### config.mk
export PLATFORM = sky130hd
export DESIGN_NAME = twr_slave
export DESIGN_NICKNAME = d
export VERILOG_FILES = /design/src/rtl/twr_pkg.sv /design/src/rtl/twr_line_sync.sv /design/src/rtl/twr_bus_fsm.sv /design/src/rtl/twr_store.sv /design/src/rtl/twr_slave.sv
export SDC_FILE = /design/constraint.sdc
export NUM_CORES = 1
export LEC_CHECK = 0
export ABC_AREA = 1
export BUFFER_PORTS_ARGS = -buffer_cell sky130_fd_sc_hd__buf_4
export CAP_MARGIN = 20
export CORE_AREA = 2 2 131 133
export CTS_BUF_LIST = sky130_fd_sc_hd__clkbuf_8
export CTS_CLUSTER_DIAMETER = 120
export DETAILED_ROUTE_END_ITERATION = 10
export DIE_AREA = 0 0 133 135
export GPL_TIMING_DRIVEN = 1
export HOLD_SLACK_MARGIN = 0.06
export MAX_ROUTING_LAYER = met4
export PLACE_DENSITY = 0.69
export SLEW_MARGIN = 20
export SYNTH_ARGS = -nofsm -noshare
export SYNTH_HDL_FRONTEND = slang
export SYNTH_HIERARCHICAL = 1
export SYNTH_SLANG_ARGS = --single-unit
### constraint.sdc
create_clock -name clk -period 2.47 [get_ports clk]
set_input_delay 0.494 -clock clk [delete_from_list [all_inputs] [get_ports clk]]
set_output_delay 0.494 -clock clk [all_outputs]
set_load 0.01 [all_outputs]
### src/rtl/twr_pkg.sv
package twr_pkg;
  typedef enum logic [1:0] {PH_IDLE, PH_RX, PH_ACK, PH_SKIP} phase_t;
  typedef enum logic [1:0] {SLOT_DEV, SLOT_ADDR, SLOT_DATA, SLOT_XTRA} slot_t;
  typedef struct packed {
    logic [7:0] addr;
    logic [7:0] data;
  } wr_req_t;
endpackage

### src/rtl/twr_line_sync.sv
module twr_line_sync #(
  parameter int N = 2
) (
  input  logic         clk,
  input  logic         rst_n,
  input  logic [N-1:0] raw_i,
  output logic [N-1:0] lvl_o,
  output logic [N-1:0] rise_o,
  output logic [N-1:0] fall_o
);
  for (genvar g = 0; g < N; g++) begin : g_line
    logic s1, s2, s3;
    always_ff @(posedge clk or negedge rst_n) begin
      if (!rst_n) begin
        s1 <= 1'b1;
        s2 <= 1'b1;
        s3 <= 1'b1;
      end else begin
        s1 <= raw_i[g];
        s2 <= s1;
        s3 <= s2;
      end
    end
    assign lvl_o[g]  = s2;
    assign rise_o[g] = s2 & ~s3;
    assign fall_o[g] = ~s2 & s3;
  end
endmodule

### src/rtl/twr_bus_fsm.sv
module twr_bus_fsm
  import twr_pkg::*;
#(
  parameter logic [2:0] DEV_SEL = 3'b000
) (
  input  logic    clk,
  input  logic    rst_n,
  input  logic    scl_lvl,
  input  logic    scl_rise,
  input  logic    scl_fall,
  input  logic    sda_lvl,
  input  logic    sda_rise,
  input  logic    sda_fall,
  input  logic    busy,
  output logic    sda_oe,
  output logic    wr_stb,
  output wr_req_t wr_req
);
  localparam logic [7:0] DEV_BYTE = {4'b1010, DEV_SEL, 1'b0};
  localparam logic [3:0] LAST_BIT = 4'd8;

  phase_t     ph;
  slot_t      slot;
  logic [3:0] bitcnt;
  logic [7:0] shreg;
  logic       pend;
  logic       take;
  logic       start_det, stop_det;

  assign start_det = scl_lvl & sda_fall;
  assign stop_det  = scl_lvl & sda_rise;

  always_comb begin
    unique case (slot)
      SLOT_DEV:  take = (shreg == DEV_BYTE);
      SLOT_ADDR: take = 1'b1;
      SLOT_DATA: take = 1'b1;
      default:   take = 1'b0;
    endcase
  end

  always_ff @(posedge clk or negedge rst_n) begin
    if (!rst_n) begin
      ph     <= PH_IDLE;
      slot   <= SLOT_DEV;
      bitcnt <= '0;
      shreg  <= '0;
      pend   <= 1'b0;
      sda_oe <= 1'b0;
      wr_stb <= 1'b0;
      wr_req <= '0;
    end else begin
      wr_stb <= 1'b0;
      if (busy) begin
        ph     <= PH_IDLE;
        pend   <= 1'b0;
        sda_oe <= 1'b0;
      end else if (start_det) begin
        ph     <= PH_RX;
        slot   <= SLOT_DEV;
        bitcnt <= '0;
        pend   <= 1'b0;
        sda_oe <= 1'b0;
      end else if (stop_det) begin
        wr_stb <= pend;
        pend   <= 1'b0;
        ph     <= PH_IDLE;
        sda_oe <= 1'b0;
      end else begin
        unique case (ph)
          PH_RX: begin
            if (scl_rise && bitcnt != LAST_BIT) begin
              shreg  <= {shreg[6:0], sda_lvl};
              bitcnt <= bitcnt + 4'd1;
            end else if (scl_fall && bitcnt == LAST_BIT) begin
              bitcnt <= '0;
              if (take) begin
                ph     <= PH_ACK;
                sda_oe <= 1'b1;
                if (slot == SLOT_ADDR) wr_req.addr <= shreg;
                if (slot == SLOT_DATA) begin
                  wr_req.data <= shreg;
                  pend        <= 1'b1;
                end
              end else begin
                ph <= PH_SKIP;
              end
            end
          end
          PH_ACK: begin
            if (scl_fall) begin
              sda_oe <= 1'b0;
              ph     <= PH_RX;
              slot   <= slot_t'(slot + 2'd1);
            end
          end
          default: ;
        endcase
      end
    end
  end

  // acknowledge begins only right after a falling SCL edge
  p_ack_after_fall_r3: assert property (@(posedge clk) disable iff (!rst_n)
    $rose(sda_oe) |-> $past(scl_fall));
  // a commit strobe only follows a STOP condition
  p_commit_on_stop_r4: assert property (@(posedge clk) disable iff (!rst_n)
    wr_stb |-> $past(stop_det));
  // data line stays released during the programming period
  p_quiet_busy_r9: assert property (@(posedge clk) disable iff (!rst_n)
    busy |-> !sda_oe);
endmodule

### src/rtl/twr_store.sv
module twr_store
  import twr_pkg::*;
#(
  parameter int               DEPTH     = 16,
  parameter logic [DEPTH-1:0] NV_MASK   = 16'hFF00,
  parameter int               WR_CYCLES = 64,
  parameter logic [7:0]       CTRL_ADDR = 8'h86,
  parameter int               WEL_BIT   = 1,
  localparam int              AW        = $clog2(DEPTH)
) (
  input  logic          clk,
  input  logic          rst_n,
  input  logic          wr_stb,
  input  wr_req_t       wr_req,
  input  logic [AW-1:0] rd_addr,
  output logic [7:0]    rd_data,
  output logic          busy,
  output logic          wel
);
  localparam int         CW      = $clog2(WR_CYCLES + 1);
  localparam logic [7:0] DEPTH_B = 8'(DEPTH);

  logic [7:0]    mem [DEPTH];
  logic [CW-1:0] cnt;
  logic          in_array, is_ctrl;
  logic [AW-1:0] idx;

  assign is_ctrl  = (wr_req.addr == CTRL_ADDR);
  assign in_array = (wr_req.addr < DEPTH_B);
  assign idx      = wr_req.addr[AW-1:0];
  assign busy     = (cnt != '0);
  assign rd_data  = mem[rd_addr];

  always_ff @(posedge clk or negedge rst_n) begin
    if (!rst_n) begin
      for (int i = 0; i < DEPTH; i++) mem[i] <= '0;
      cnt <= '0;
      wel <= 1'b0;
    end else begin
      if (busy) cnt <= cnt - CW'(1);
      if (wr_stb) begin
        if (is_ctrl) begin
          wel <= wr_req.data[WEL_BIT];
        end else if (in_array && wel) begin
          mem[idx] <= wr_req.data;
          if (NV_MASK[idx]) cnt <= CW'(WR_CYCLES);
        end
      end
    end
  end

  // programming timer steps down by one each cycle until it ends
  p_busy_count_r8: assert property (@(posedge clk) disable iff (!rst_n)
    busy |=> (cnt == $past(cnt) - CW'(1)));
  // a programming period only starts with the latch set
  p_nv_needs_wel_r6: assert property (@(posedge clk) disable iff (!rst_n)
    $rose(busy) |-> $past(wel));
  // no commit arrives while programming
  p_no_commit_busy_r9: assert property (@(posedge clk) disable iff (!rst_n)
    wr_stb |-> !busy);
endmodule

### src/rtl/twr_slave.sv
module twr_slave
  import twr_pkg::*;
#(
  parameter logic [2:0]       DEV_SEL   = 3'b000,
  parameter int               DEPTH     = 16,
  parameter logic [DEPTH-1:0] NV_MASK   = 16'hFF00,
  parameter int               WR_CYCLES = 64,
  parameter logic [7:0]       CTRL_ADDR = 8'h86,
  parameter int               WEL_BIT   = 1,
  localparam int              AW        = $clog2(DEPTH)
) (
  input  logic          clk,
  input  logic          rst_n,
  input  logic          scl_i,
  input  logic          sda_i,
  output logic          sda_oe_o,
  output logic          busy_o,
  output logic          wel_o,
  input  logic [AW-1:0] rd_addr_i,
  output logic [7:0]    rd_data_o
);
  logic [1:0] lvl, rise, fall;
  logic       wr_stb;
  wr_req_t    wr_req;

  twr_line_sync #(.N(2)) u_sync (
    .clk    (clk),
    .rst_n  (rst_n),
    .raw_i  ({scl_i, sda_i}),
    .lvl_o  (lvl),
    .rise_o (rise),
    .fall_o (fall)
  );

  twr_bus_fsm #(.DEV_SEL(DEV_SEL)) u_fsm (
    .clk      (clk),
    .rst_n    (rst_n),
    .scl_lvl  (lvl[1]),
    .scl_rise (rise[1]),
    .scl_fall (fall[1]),
    .sda_lvl  (lvl[0]),
    .sda_rise (rise[0]),
    .sda_fall (fall[0]),
    .busy     (busy_o),
    .sda_oe   (sda_oe_o),
    .wr_stb   (wr_stb),
    .wr_req   (wr_req)
  );

  twr_store #(
    .DEPTH(DEPTH), .NV_MASK(NV_MASK), .WR_CYCLES(WR_CYCLES),
    .CTRL_ADDR(CTRL_ADDR), .WEL_BIT(WEL_BIT)
  ) u_store (
    .clk     (clk),
    .rst_n   (rst_n),
    .wr_stb  (wr_stb),
    .wr_req  (wr_req),
    .rd_addr (rd_addr_i),
    .rd_data (rd_data_o),
    .busy    (busy_o),
    .wel     (wel_o)
  );
endmodule

==> out/metrics.csv <==
metric,value,unit
final setup violation count,0,
Netlist Area Pre-Place,8990,µm²
routed wire length,21000,µm
Die ar.,18000,µm²
vias post-DR,7038,
critical path type,reg -> out,
first-pass GRT wire length,35900,µm
core area,16400,µm²
Post-synth ARST share,100,%
syn_area_per_cell,7.97,µm²
Yosys top cell by area,dfrtp_1,
Rel. slew slack,40.0,%
initial antenna violation count,0,
GR Overflow Total,0,
Post-synth EDFFs,0,
Seq cells post-synth,177,
synthesis-to-finish area growth,7.15,%
Crit path largest cell delay,0.41,ns
clk buf depth,2,
Util after Layout,58.7,%
Fin. Hold Viols,0,
Setup crit start kind,register,
post-layout minimum cycle time,2.20,ns
Routed wire per std cell,15.4,µm
final net count,1146,
critical path data required time,1.98,ns
Pre-antenna DRT Iters,6,
final worst-path cycle share,89.1,%
sequential share of the synthesized area,49.3,%
f_max,455,MHz
most frequent CP cell,buf_4,
fillers,1464,
P per Cell Area,606,nW/µm²
Yosys cell types,33,
CTS hold repair buffers,1,
DRC,0,
Layout Cells excl Fill,1363,
top-count cell post-synth,nand2_1,
crit path capture type,primary output,
Worst VDD drop,0.528,mV
post_cts resized,0,
critical path's top delay family,buffers and inverters,
Pleak,0.00474,µW
Clock Latency Late Sink,0.48,ns
CTS tree,yes,
chip height,135,µm
row cnt,47,
setup bufs post-CTS,0,
GPL Wtd Cong,0.895,
yosys warns,6,
Die W,133,µm
Final TNS setup,0,ns
ranking of synthesized cells by area,"dfrtp_1, nand2_1, nand3_1",
Yosys top cell area share,47.6,%
Syn Nets,1144,
Slew Limit Fails,0,
max_cap viols,0,
GR Util All Layers,26.5,%
Clock Sinks,177,
Initial Utilization,54.8,%
worst-path fanout max,7,
vias per cell,5.16,
Mapped Cells,1128,
final clock skew,0.0191,ns
CTS buffer count,17,
unrepaired setup endpoints after global routing,no,
H-tree levels,4,
layout cells sized above 1,11.5,%
worst path buffer plus inverter count,3,
antenna fix cells,0,
vias in the first global route,6932,
clock root buffer,clkbuf_8,
IO Port Bufs,18,
CP arrival,1.71,ns
Synth top cells by count,"nand2_1, dfrtp_1, inv_1, nand3_1, o21ai_0",
clock-pin slew on the worst setup and hold paths,0.09,ns
Tightest Pin Transition,0.899,ns
crit-path cells,inv_1 > ha_1 > nand4_1 > buf_4 > buf_4,
DP HPWL,14100,µm
HP Class,in -> reg,
largest net degree at the start of global routing,58,
Inst Count DP,1330,
status,finished clean,
initial DRC count,715,
antenna-violating nets left,0,
"Top FF cell, synth",dfrtp_1,
CP max stage cell,dfrtp_1,
Top Ports,19,
-- registers in the layout (all words and copies together), names as in the netlist --
name / flops
u_fsm/ph: 2
u_sync/g_line.s1: 2
u_fsm/wr_stb: 1
u_store/mem: 128
u_fsm/slot: 2
u_fsm/pend: 1
u_fsm/shreg: 8
u_sync/g_line.s2: 2
u_fsm/wr_req: 16
u_store/cnt: 7
u_fsm/sda_oe: 1
u_fsm/bitcnt: 4
u_store/wel: 1
u_sync/g_line.s3: 2
-- final timing paths --
path	from	endpoint	slack, ns	depth (start not counted)
min in group asynchronous	rst_n	u_store/mem[22]	0.58	2
max in group asynchronous	rst_n	u_store/mem[85]	1.23	3
hold reg to reg	u_sync/g_line[0].s1	u_sync/g_line[0].s2	0.36	0
setup / recovery	u_store/cnt[0]	busy_o	0.27	5
hold / removal	scl_i	u_sync/g_line[1].s1	0.13	1
setup reg to reg	u_store/cnt[0]	u_fsm/wr_req[14]	0.42	11
-- placed cells by master (no fill, tap or decap), types with 3 or more instances in the layout --
master / instances
o21ai_2: 27
dfrtp_1: 171
nor3_1: 4
xor2_1: 3
clkinvlp_4: 7
o21ai_0: 68
nor2_2: 3
nor2_4: 4
inv_6: 3
clkbuf_8: 18
nand2_2: 5
o21ai_1: 47
buf_12: 6
nand2_1: 384
ha_1: 8
nand3_1: 115
nand2_4: 11
nor2_8: 3
nor2_1: 39
dfstp_2: 6
a21oi_1: 7
nand4_1: 12
buf_4: 28
inv_1: 150
-- metrics by stage --
| stage | total power [µW] | cell area [µm²] | setup slack, ns | hold slack (ns) |
|---|---|---|---|---|
| 2_1_floorplan | 3670 | 8990 | 0.440 | 0.198 |
| 3_3_place_gp | 3890 | 9240 | 0.364 | 0.345 |
| 3_5_place_dp | 3900 | 9240 | 0.348 | 0.347 |
| 4_1_cts | 5900 | 9640 | 0.234 | 0.0908 |
| 5_1_grt | 6110 | 9640 | 0.132 | 0.0950 |
| 6_report | 5840 | 9640 | 0.270 | 0.127 |
-- cells by family after synthesis --
| group | count (synthesis) | share of synthesized area [%] |
|---|---|---|
| buffers and inverters | 204 | 10.5 |
| AOI/OAI and AO/OA | 150 | 9.60 |
| adders and majority gates | 8 | 1.11 |
| DFF | 177 | 49.3 |
| and+or+nand+nor | 584 | 29.0 |
| xor gates and xnor gates | 5 | 0.487 |
-- routing by layer --
| metal | global-route usage (%) | share of wire [%] | routed length, µm |
|---|---|---|---|
| met1 | 36.4 | 48 | 10200 |
| met2 | 40.3 | 45 | 9520 |
| met3 | 4.88 | 4.7 | 981 |
| met4 | 8.24 | 1.7 | 358 |
| met5 | - | 0 | 0 |
-- report_power, final --
group,internal (µW),switching (µW)
Combinational,242,490
Clock,920,1080
Sequential,3000,106
Total,4160,1680
-- final cells by class --
cell class / instances / area [µm²] / area share, %
Sequential cell: 177 / 4440 / 46.0
Clock buffer: 18 / 248 / 2.57
Inverter: 151 / 572 / 5.93
Clock inverter: 14 / 143 / 1.48
Tap cell: 220 / 275 / 2.86
Multi-Input combinational cell: 747 / 3610 / 37.5
Timing Repair Buffer: 36 / 352 / 3.65
Power figures use the tool's default switching activity.
